===== config.mk =====
export PLATFORM = sky130hd
export DESIGN_NAME = pix_fmt_unit
export DESIGN_NICKNAME = d
export VERILOG_FILES = /design/src/rtl/pix_fmt_pkg.sv /design/src/rtl/pix_pack_path.sv /design/src/rtl/pix_spread_path.sv /design/src/rtl/pix_fmt_unit.sv
export SDC_FILE = /design/constraint.sdc
export NUM_CORES = 1
export LEC_CHECK = 0
export BUFFER_PORTS_ARGS = -buffer_cell sky130_fd_sc_hd__clkbuf_2
export CORE_UTILIZATION = 37
export DETAILED_ROUTE_END_ITERATION = 10
export HOLD_SLACK_MARGIN = 0.05
export SETUP_SLACK_MARGIN = 0.5
export SKIP_LAST_GASP = 1
export SYNTH_ARGS = -nofsm -noshare
export SYNTH_HDL_FRONTEND = slang
export SYNTH_SLANG_ARGS = --single-unit

===== constraint.sdc =====
create_clock -name clk -period 4.9 [get_ports clk]
set_input_delay 0.98 -clock clk [delete_from_list [all_inputs] [get_ports clk]]
set_output_delay 0.98 -clock clk [all_outputs]
set_load 0.01 [all_outputs]

===== src/rtl/pix_fmt_pkg.sv =====
package pix_fmt_pkg;

  localparam int SCALE_W = 5;
  localparam int BYTE_W  = 8;

  typedef enum logic [2:0] {
    OP_PACK16  = 3'd0,
    OP_PACK32  = 3'd1,
    OP_PACKFIX = 3'd2,
    OP_EXPAND  = 3'd3,
    OP_MERGE   = 3'd4
  } pix_op_e;

  // Sign-extend to 64 bits, scale up, then drop the fixed-point fraction.
  function automatic logic signed [63:0] scale_down(input logic signed [31:0] x,
                                                    input logic [SCALE_W-1:0] sc,
                                                    input int unsigned frac);
    logic signed [63:0] w;
    w = 64'(x);
    w = w <<< sc;
    return w >>> frac;
  endfunction

  function automatic logic [7:0] sat_u8(input logic signed [63:0] v);
    if (v < 0)            return 8'h00;
    else if (v > 64'sd255) return 8'hff;
    else                  return v[7:0];
  endfunction

  function automatic logic [15:0] sat_s16(input logic signed [63:0] v);
    if (v < -64'sd32768)     return 16'h8000;
    else if (v > 64'sd32767) return 16'h7fff;
    else                     return v[15:0];
  endfunction

endpackage


===== src/rtl/pix_pack_path.sv =====
module pix_pack_path
  import pix_fmt_pkg::*;
#(
  parameter int DATA_W = 64
) (
  input  logic [DATA_W-1:0]  src_a,
  input  logic [DATA_W-1:0]  src_b,
  input  logic [SCALE_W-1:0] scale,
  output logic [DATA_W-1:0]  pack16_res,
  output logic [DATA_W-1:0]  pack32_res,
  output logic [DATA_W-1:0]  packfix_res
);
  localparam int N16  = DATA_W / 16;
  localparam int N32  = DATA_W / 32;
  localparam int HALF = DATA_W / 2;

  function automatic logic [DATA_W-1:0] word_low_bytes();
    logic [DATA_W-1:0] m;
    m = '0;
    for (int j = 0; j < N32; j++) m[32*j +: BYTE_W] = '1;
    return m;
  endfunction

  localparam logic [DATA_W-1:0] LOW_BYTE_MASK = word_low_bytes();

  logic [SCALE_W-1:0] scale16;
  assign scale16 = {1'b0, scale[SCALE_W-2:0]};

  logic [HALF-1:0]   p16_bytes;
  logic [HALF-1:0]   pfix_halves;
  logic [DATA_W-1:0] p32_bytes;
  logic [DATA_W-1:0] p32_keep;

  for (genvar i = 0; i < N16; i++) begin : g_lane16
    logic signed [31:0] lane;
    assign lane = 32'($signed(src_b[16*i +: 16]));
    assign p16_bytes[BYTE_W*i +: BYTE_W] = sat_u8(scale_down(lane, scale16, 7));
  end

  for (genvar j = 0; j < N32; j++) begin : g_word32
    logic signed [31:0] word;
    assign word = $signed(src_b[32*j +: 32]);
    assign p32_bytes[32*j +: 32] = {24'd0, sat_u8(scale_down(word, scale, 23))};
    assign pfix_halves[16*j +: 16] = sat_s16(scale_down(word, scale, 16));
  end

  assign p32_keep    = (src_a << BYTE_W) & ~LOW_BYTE_MASK;
  assign pack16_res  = {{HALF{1'b0}}, p16_bytes};
  assign pack32_res  = p32_keep | p32_bytes;
  assign packfix_res = {{HALF{1'b0}}, pfix_halves};

endmodule


===== src/rtl/pix_spread_path.sv =====
module pix_spread_path
  import pix_fmt_pkg::*;
#(
  parameter int DATA_W = 64
) (
  input  logic [DATA_W/2-1:0] half_a,
  input  logic [DATA_W/2-1:0] half_b,
  output logic [DATA_W-1:0]   expand_res,
  output logic [DATA_W-1:0]   merge_res
);
  localparam int NBYTES = DATA_W / 16;

  for (genvar i = 0; i < NBYTES; i++) begin : g_byte
    assign expand_res[16*i +: 16] = {4'd0, half_b[BYTE_W*i +: BYTE_W], 4'd0};
    assign merge_res[16*i +: 16]  = {half_a[BYTE_W*i +: BYTE_W], half_b[BYTE_W*i +: BYTE_W]};
  end

endmodule


===== src/rtl/pix_fmt_unit.sv =====
module pix_fmt_unit
  import pix_fmt_pkg::*;
#(
  parameter int DATA_W = 64
) (
  input  logic               clk,
  input  logic               rst_n,
  input  logic               in_valid,
  input  logic [2:0]         op_sel,
  input  logic [DATA_W-1:0]  src_a,
  input  logic [DATA_W-1:0]  src_b,
  input  logic [SCALE_W-1:0] fmt_scale,
  output logic               out_valid,
  output logic [DATA_W-1:0]  result,
  output logic               illegal_op
);
  localparam int HALF = DATA_W / 2;

  function automatic logic [DATA_W-1:0] expand_zero_bits();
    logic [DATA_W-1:0] m;
    m = '0;
    for (int i = 0; i < DATA_W / 16; i++) begin
      m[16*i +: 4]      = '1;
      m[16*i + 12 +: 4] = '1;
    end
    return m;
  endfunction

  localparam logic [DATA_W-1:0] EXP_ZERO = expand_zero_bits();

  logic [DATA_W-1:0] pack16_res, pack32_res, packfix_res;
  logic [DATA_W-1:0] expand_res, merge_res;
  logic [DATA_W-1:0] next_res;
  logic              op_bad;

  pix_pack_path #(.DATA_W(DATA_W)) u_pack (
    .src_a      (src_a),
    .src_b      (src_b),
    .scale      (fmt_scale),
    .pack16_res (pack16_res),
    .pack32_res (pack32_res),
    .packfix_res(packfix_res)
  );

  pix_spread_path #(.DATA_W(DATA_W)) u_spread (
    .half_a    (src_a[HALF-1:0]),
    .half_b    (src_b[HALF-1:0]),
    .expand_res(expand_res),
    .merge_res (merge_res)
  );

  always_comb begin
    op_bad = 1'b0;
    unique case (op_sel)
      OP_PACK16:  next_res = pack16_res;
      OP_PACK32:  next_res = pack32_res;
      OP_PACKFIX: next_res = packfix_res;
      OP_EXPAND:  next_res = expand_res;
      OP_MERGE:   next_res = merge_res;
      default: begin
        next_res = '0;
        op_bad   = 1'b1;
      end
    endcase
  end

  always_ff @(posedge clk) begin
    if (!rst_n) begin
      out_valid  <= 1'b0;
      illegal_op <= 1'b0;
      result     <= '0;
    end else begin
      out_valid  <= in_valid;
      illegal_op <= in_valid & op_bad;
      if (in_valid) result <= next_res;
    end
  end

  // output strobe trails input strobe by one clock
  a_r2_valid_delay: assert property (@(posedge clk) disable iff (!rst_n)
    out_valid == $past(in_valid));

  // result holds without a valid input
  a_r2_result_hold: assert property (@(posedge clk) disable iff (!rst_n)
    !in_valid |=> $stable(result));

  // flag only alongside a valid output
  a_r2_flag_with_valid: assert property (@(posedge clk) disable iff (!rst_n)
    illegal_op |-> out_valid);

  // unused codes give zero data
  a_r8_illegal_zero: assert property (@(posedge clk) disable iff (!rst_n)
    in_valid && op_sel > 3'd4 |=> illegal_op && result == '0);

  // narrow pack leaves the upper half clear
  a_r3_upper_clear: assert property (@(posedge clk) disable iff (!rst_n)
    in_valid && op_sel == OP_PACK16 |=> result[DATA_W-1:HALF] == '0);

  // fixed-point pack leaves the upper half clear
  a_r5_upper_clear: assert property (@(posedge clk) disable iff (!rst_n)
    in_valid && op_sel == OP_PACKFIX |=> result[DATA_W-1:HALF] == '0);

  // accumulator bytes carried through
  a_r4_accum_carry: assert property (@(posedge clk) disable iff (!rst_n)
    in_valid && op_sel == OP_PACK32 |=>
      result[31:8] == $past(src_a[23:0]) && result[63:40] == $past(src_a[55:32]));

  // expanded lanes keep their outer nibbles zero
  a_r6_expand_nibbles: assert property (@(posedge clk) disable iff (!rst_n)
    in_valid && op_sel == OP_EXPAND |=> (result & EXP_ZERO) == '0);

endmodule


**Word-level counts from Yosys, hierarchy flattened**

Index checks and enable logic that the tools add are counted.

- Input port bits: 139
- Word-level logic and storage cells: 51
- Flip-flop bits (word level): 66
- Output and inout port bits: 66

- Order comparisons: 16
- Equal/unequal tests: 4
- Reductions and logical operators: 2
- Shifts and indexed selects: 6
- Multiplexer cells: 18
- Bitwise operators: 2

Operators by type and width:

| kind | number |
|---|---|
| case mux 64 bit (5 select lines) | 1 |
| <<< shifter 16 x 4 -> 64 bit | 4 |
| greater-than comparator 57 x 9 -> 1 bit (second input constant) | 4 |
| < comparator 57 x 1 -> 1 bit (second input constant) | 4 |
| <<< shifter 32 x 5 -> 64 bit | 2 |
| greater-than comparator 48 x 16 -> 1 bit (second input constant) | 2 |
| < comparator 48 x 16 -> 1 bit (second input constant) | 2 |
| 2-to-1 mux 8 bit | 12 |
| greater-than comparator 41 x 9 -> 1 bit (second input constant) | 2 |
| < comparator 41 x 1 -> 1 bit (second input constant) | 2 |
| 2-to-1 mux 16 bit | 4 |
| bitwise OR 64 x 40 -> 64 bit | 1 |
| == test 3 x 2 -> 1 bit (second input constant) | 2 |
| OR reduction 5 bit | 1 |
| == test 3 x 1 -> 1 bit (second input constant) | 1 |
| == test 3 bit (second input constant) | 1 |
| zero test 3 bit | 1 |
| bitwise AND 1 bit | 1 |
| 2-to-1 mux 1 bit | 1 |

**Depth between registers and ports, before layout**

Gate-level depths: netlist of the first run.

- Word-level depth: 6
- Gate-level depth with buffers: 16

**Cells and area by module**

A second synthesis of the first run with hierarchy kept.

- Cell total of the unflattened synthesis: 1682
- Area total of the unflattened synthesis: 12829.8 sq um

By module, submodules not included:

| module | area an instance (sq um) | sequential area each (sq um) | times used | cells an instance |
|---|---|---|---|---|
| pix_pack_path | 6977.9 | 0.0 | 1 | 947 |
| pix_fmt_unit | 4887.2 | 1321.3 | 1 | 606 |
| pix_spread_path | 964.7 | 0.0 | 1 | 129 |

**Worst setup path after synthesis of the first run**

OpenSTA, ideal clock, no wires.

- Path kind: input -> register
- From: input fmt_scale[0]
- To: register result[4]
- Library setup time: 0.133 ns
- Required time: 4.767 ns
- Setup slack: 0.702 ns
- Cell stages on the path: 14
- Path buffers: 6
- Data arrival time: 4.066 ns
- Cells stage by stage: buf_6 -> buf_4 -> buf_6 -> buf_2 -> mux4_2 -> mux2_2 -> mux2i_1 -> nand3_1 -> or4_1 -> a32o_1 -> clkbuf_1 -> clkbuf_1 -> o211ai_1 -> o211ai_1

- Cells in the longest elaborated chain, start to end: 6

RTL lines:

| item | RTL line | text |
|---|---|---|
| from (decl) | pix_fmt_unit.sv:12 | `input logic [SCALE_W-1:0] fmt_scale,` |
| <<< shifter 32 x 5 -> 64 bit | pix_fmt_pkg.sv:20 | `w = w <<< sc;` |
| greater-than comparator 41 x 9 -> 1 bit | pix_fmt_pkg.sv:26 | `else if (v > 64'sd255) return 8'hff;` |
| 2-to-1 mux 8 bit | pix_fmt_pkg.sv:26 |  |
| 2-to-1 mux 8 bit | pix_fmt_pkg.sv:25 | `if (v < 0) return 8'h00;` |
| bitwise OR 64 x 40 -> 64 bit | pix_pack_path.sv:49 | `assign pack32_res = p32_keep \| p32_bytes;` |
| case mux 64 bit (5 select lines) (*) | pix_fmt_unit.sv:54 | `unique case (op_sel)` |
| to (signal assigned) | pix_fmt_unit.sv:75 | `if (in_valid) result <= next_res;` |
| to (decl) | pix_fmt_unit.sv:14 | `output logic [DATA_W-1:0] result,` |

Every way passes the cells marked *; elsewhere a longest branch is shown, timed or not.
A chain may end at the register's enable or synchronous reset.

**Final worst setup path of the first run**

- From: input fmt_scale[0]
- To: register result[18]

- Cells in the longest elaborated chain, start to end: 5

RTL lines:

| item | RTL line |
|---|---|
| <<< shifter 32 x 5 -> 64 bit / <<< shifter 16 x 4 -> 64 bit (equally long branches) | pix_fmt_pkg.sv:20 |
| greater-than comparator 48 x 16 -> 1 bit / greater-than comparator 57 x 9 -> 1 bit (equally long branches) | pix_fmt_pkg.sv:32, pix_fmt_pkg.sv:26 |
| 2-to-1 mux 16 bit / 2-to-1 mux 8 bit (equally long branches) | pix_fmt_pkg.sv:32, pix_fmt_pkg.sv:26 |
| 2-to-1 mux 16 bit / 2-to-1 mux 8 bit (equally long branches) | pix_fmt_pkg.sv:31, pix_fmt_pkg.sv:25 |
| case mux 64 bit (5 select lines) (*) | pix_fmt_unit.sv:54 |

Marked as above.

==> results of run 1 <==
through the flow:
step                      area, sq um  instances  hold WS (ns)  utilization, %  setup WS (ns)
after CTS                       12900       1911         0.461            43.7          0.707
after global placement          12600       1896         0.447            42.7          0.382
after global routing            12900       1912         0.481            43.7          0.471
after detailed placement        12600       1896         0.446            42.7          0.369
final                           12900       1912         0.456            43.7          0.691
after floorplan                 11100       1377         0.482               -          0.702
sequential cells by signal, indices dropped and copies added (netlist names):
signal and count:
illegal_op 1, out_valid 1, result 64
cells by family after synthesis:
group,share of synthesized area (%)
compound gates,30.9
buf+inv,6.85
flops,11.9
mux,30.8
simple gates,19.6
worst max-delay path by stage:
stage,to,cells past startpoint
after detailed placement,result[22],11
after global routing,result[16],12
after floorplan,result[4],14
final,result[18],11
after global placement,result[9],11
after CTS,result[5],12
synth_stat cells (all sizes together), types with 15 or more instances:
| cell type | number | area (sq um) |
|---|---|---|
| o21ai | 95 | 479 |
| nor2b | 33 | 206 |
| nand4 | 17 | 106 |
| clkbuf | 91 | 350 |
| dfxtp | 66 | 1320 |
| buf | 62 | 343 |
| nand2 | 93 | 349 |
| a22o | 23 | 201 |
| mux4 | 83 | 1910 |
| or3 | 16 | 100 |
| a211oi | 22 | 178 |
| o22ai | 17 | 106 |
| nand2b | 15 | 93.8 |
| mux2 | 60 | 676 |
| o211ai | 24 | 180 |
| a21oi | 98 | 502 |
| o31ai | 15 | 113 |
| mux2i | 83 | 831 |
| nor2 | 111 | 417 |
| inv | 17 | 63.8 |
| a31oi | 16 | 100 |
| a222oi | 15 | 150 |
| nor3 | 24 | 120 |
| a22oi | 38 | 285 |
| and2 | 28 | 175 |
| nand3 | 24 | 120 |
tightest hold or removal path: cells and delay by family (launching register included):
kind / cells / cell delay (ns)
flip-flops: 1 / 0.33
AND/OR/NAND/NOR: 2 / 0.10
area by class of cell:
type                            count  area [sq um]  area share, %
Tap cell                          390           488           3.78
Multi-Input combinational cell   1140          9030           69.9
Clock inverter                      3          40.0          0.310
Sequential cell                    66          1320           10.2
Inverter                           18          67.6          0.523
Timing Repair Buffer              283          1720           13.3
Clock buffer                       12           246           1.91
where the power goes:
part,internal (W),switching (W),leakage (nW),total [W]
logic,0.000479,0.000763,4.30,0.00124
clock network,0.000404,0.000240,0.142,0.000644
registers,0.000553,0.00000999,0.535,0.000563
cell usage in the layout, fill, tap and decap left out, drive strengths merged, types with 7 or more instances in the layout:
cell and instances:
nand2 93, nor2b 33, a222oi 15, o2111ai 11, a22oi 38, or2 9
nand2b 15, nand3 24, a31oi 16, o21a 10, mux2i 83, mux4 83
o2bb2ai 11, o211ai 24, a221oi 11, o221ai 7, o22ai 17, nor3b 7
mux2 60, clkbuf 204, and3 10, and2 28, o21ai 95, nand4b 9
inv 17, a22o 23, nor2 111, a221o 7, buf 91, nor3 24
o31ai 15, nor4 10, nand4 17, a21oi 98, a21o 7, or3 16
dfxtp 66, a211oi 22
per-layer routing:
metal  wire (um)  up-vias  share of wire, %  global-route usage [%]
li1            -     5766                 -                       -
met2       22900      962                43                    50.7
met3        6800      122                13                    10.2
met1       22100     6417                41                    46.5
met4        1550        0               2.9                    11.7
met5           0        -                 0                       0
timing repair:
| item | CTS | global route |
|---|---|---|
| endpoints found under the setup margin | 0 | 19 |
| hold buffers | 0 | 0 |
| setup buffers | 0 | 1 |
| gates resized for setup | 0 | 2 |
==> results.cfg, run 1 <==
[grt]
grt_pass1_vias = 12400
grt_first_pass_wirelength_um = 79300
grt_usage_pct = 34.1
antenna_found_initial = 0
grt_max_degree = 48
grt_overflow = 0

[final_layout]
fillers = 2978
drive_gt1_share_pct = 30.2
n_antenna_cell = 0
nNetsFinal = 1657
synthToLayoutAreaGrowth_pct = 16.4

[setup_path]
worstSetupStartpoint = fmt_scale[0]
cp-end-kind = flop
path_max_fanout = 31
critPathKind = in -> reg
crit_required_ns = 5.10
critical-path-top-delay-family = buffers and inverters
start_kind = input pin
slowest_delay_ns = 0.46
path_cells = buf_6 -> buf_4 -> buf_4 -> mux2_2 -> o32ai_1 -> and3_1 -> a21oi_1 -> or3_1 -> or3_1 -> a222oi_1 -> o211ai_1
crit_arrival_ns = 4.41
r2r_setup_slack_ns = 3.59
reg2regPathDepth = 5
slowest_stage = buf_4
r2r-end = result[8]
rr_startpoint = result[8]
worst-path-buf-inv = 3

[synth]
synth_ff_type = dfxtp_1
ys_ff_latch = 66
syn_avg_cell_area_sq_um = 8.06
seq_area_frac_synth_pct = 11.9
synth_nets = 1516
syn_area_sq_um = 11100
synth_edf_count = 0
syn_inst = 1377
ys_types = 88
yosysWarnings = 0
async_reset_ff_share_pct = 0

[timing]
period_minus_slack_ns = 4.21
maxSlewHeadroom_pct = 19.8
timing.final.crit_share_pct = 85.9
grt_setup_unrepaired = yes
setup_tns_ns = 0
finalSetupViolCount = 0
fmax_mhz = 238
tightest_slew_ns = 1.20
hold_viol = 0
slew_viol_final = 0
clock_skew_ns = 0

[route]
totalWireLength_um = 53400
routedWlPerCell_um = 27.9
via_per_inst = 6.94
drt_iter0_drc = 1957
first_pass_iters = 9
vias = 13300
ant_nets = 0
drcViolationCount = 0

[power]
powerDensity_nw_per_um2 = 190
leakage_nw = 4.97
ir_drop_uv = 148
p_total_w = 0.00245

[worst_hold_path]
hold_end = result[31]
min_path_cells = 2
worstHoldStart = result[31]
min_path_type = reg -> reg

[clock_network]
cts_root_buf = clkbuf_16
cts_htree_levels = 3
clock_latency_ns = 0.33
cts_tree = yes
clockBufferDepth = 2
numCtsBuffers = 9
cts_sinks = 66
clk_pin_slew_ns = 0.06

[run_status]
outcome = complete, no violations

[floorplan]
core_sq_um = 29600
initial_core_util_pct = 37.5
rows = 63
die_area_sq_um = 30700
die_w_um = 175
io_pins = 205
die_y_um = 175

[placed_design]
port_buffers = 196
hpwlAfterDp_um = 40800
place_congestion = 1.01

[run]
maxCapViolations = 0
(Power assumes the default switching activity.)
==> run 2, diff against run 1 <==
--- a/config.mk
+++ b/config.mk
@@ -6,9 +6,12 @@
 export NUM_CORES = 1
 export LEC_CHECK = 0
 export BUFFER_PORTS_ARGS = -buffer_cell sky130_fd_sc_hd__clkbuf_2
-export CORE_UTILIZATION = 37
+export CELL_PAD_IN_SITES_DETAIL_PLACEMENT = 0
+export CELL_PAD_IN_SITES_GLOBAL_PLACEMENT = 1
+export CORE_UTILIZATION = 40
 export DETAILED_ROUTE_END_ITERATION = 10
 export HOLD_SLACK_MARGIN = 0.05
+export PLACE_DENSITY_LB_ADDON = 0.1
 export SETUP_SLACK_MARGIN = 0.5
 export SKIP_LAST_GASP = 1
 export SYNTH_ARGS = -nofsm -noshare
==> results.cfg, run 2 (same netlist as run 1, synthesis figures left out) <==
[clock_network]
clock_latency_ns = 0.35
cts_sinks = 66
cts_tree = yes
ctsResizeCount = 0
clockBufferDepth = 2
cts_htree_levels = 3
cts_hold_buf = 0
post_cts_buffers = 0
clk_pin_slew_ns = 0.07
cts_root_buf = clkbuf_16
numCtsBuffers = 9

[setup_path]
path_max_fanout = 28
crit_arrival_ns = 4.51
r2r-end = result[8]
critPathKind = in -> reg
rr_startpoint = result[8]
crit_required_ns = 5.12
cp-endpoint = result[7]
cp-end-kind = flop
reg2regPathDepth = 5
worstSetupStartpoint = fmt_scale[0]
start_kind = input pin
r2r_setup_slack_ns = 3.51

[final_layout]
synthToLayoutAreaGrowth_pct = 16.5
largest_reg_flops = 64
final_cell_mix = clkbuf_2 (192), nor2_1 (109), a21oi_1 (97)
register_area_sq_um = 1320
postLayoutCoreUtil_pct = 47.7
n_antenna_cell = 0
fin_area_sq_um = 12900
fillers = 2757
top_register = result
reg_top3 = result: 64 flops, illegal_op: 1 flops, out_valid: 1 flops
nNetsFinal = 1651
layout_commonest_cell = clkbuf_2
drive_gt1_share_pct = 30.1
multi_input_area_sq_um = 9040

[floorplan]
die_w_um = 169
rows = 60
die_y_um = 169
io_pins = 205
initial_core_util_pct = 41.0
die_area_sq_um = 28400
core_sq_um = 27100

[route]
totalWireLength_um = 54900
drcViolationCount = 0
drt_iter0_drc = 1727
via_per_inst = 6.97
vias = 13200
ant_nets = 0
routedWlPerCell_um = 29.0
first_pass_iters = 8

[timing]
slew_viol_final = 0
maxSlewHeadroom_pct = 11.1
fmax_mhz = 233
clock_skew_ns = 0
timing.final.crit_share_pct = 87.5
tightest_slew_ns = 1.32
finalSetupViolCount = 0
period_minus_slack_ns = 4.29
grt_setup_unrepaired = no
setup_tns_ns = 0
hold_viol = 0

[power]
powerDensity_nw_per_um2 = 199
ir_drop_uv = 137
leakage_nw = 4.97
p_total_w = 0.00257

[placed_design]
place_congestion = 1.01
placed_cell_area_sq_um = 12600
port_buffers = 196
hpwlAfterDp_um = 41400

[grt]
grt_overflow = 0
grt_max_degree = 64
antenna_found_initial = 2
grt_usage_pct = 37.8
grt_first_pass_wirelength_um = 80400
grt_pass1_vias = 12300

[run]
maxCapViolations = 0

[run_status]
outcome = complete, no violations

[worst_hold_path]
min_path_type = reg -> reg
==> run 2: cell count changes in the layout (fill, tap and decap cells not counted), sizes merged <==
cell / previous run / this run
inv: 17 / 18
clkinv: 3 / 5
buf: 91 / 85
clkbuf: 204 / 201
bufinv: 1 / 2
==> run 2: worst max-delay path, stage by stage <==
cell and delay, ns:
buf_8 0.23, mux2_2 0.44, mux4_2 0.57, or4_1 0.61, or4b_4 0.54, a211oi_4 0.30
buf_4 0.25, nand4b_1 0.12, o2111ai_1 0.32, nand3_1 0.13
==> run 2: metal layers <==
layer	part of all wire, %	vias up	GRT usage (%)
met5	0.042	-	0
li1	-	5759	-
met3	11	106	11.1
met4	2.6	4	11.6
met1	43	6488	52.0
met2	43	810	56.7
==> run 2: power by group <==
group	internal (W)	switching, W	total [W]
clock network	0.000452	0.000290	0.000742
registers	0.000553	0.00000994	0.000563
logic	0.000483	0.000778	0.00126
==> run 2: cell type report <==
type                       instances  area share, %
inverter                          18          0.523
clock buffer                       9           1.74
multi-input combinational       1140           69.9
timing repair buffer             277           13.2
tap                              372           3.60
sequential                        66           10.2
clock inverter                     7          0.794
==> run 2: how the worst min path moves through the flow <==
stage	endpoint	cells past startpoint	slack, ns	from
after global routing	result[31]	2	0.50	result[31]
after CTS	result[31]	2	0.47	result[31]
final	result[31]	2	0.47	result[31]
after detailed placement	result[31]	2	0.45	result[31]
after global placement	result[31]	2	0.46	result[31]
after floorplan	result[31]	2	0.48	result[31]
==> run 2: through the flow <==
step	instances	hold WS [ns]	worst slack, ns
6_report	1889	0.468	0.612
5_1_grt	1889	0.495	0.518
4_1_cts	1889	0.467	0.655
3_5_place_dp	1873	0.452	0.309
3_3_place_gp	1873	0.463	0.322
2_1_floorplan	1377	0.482	0.702
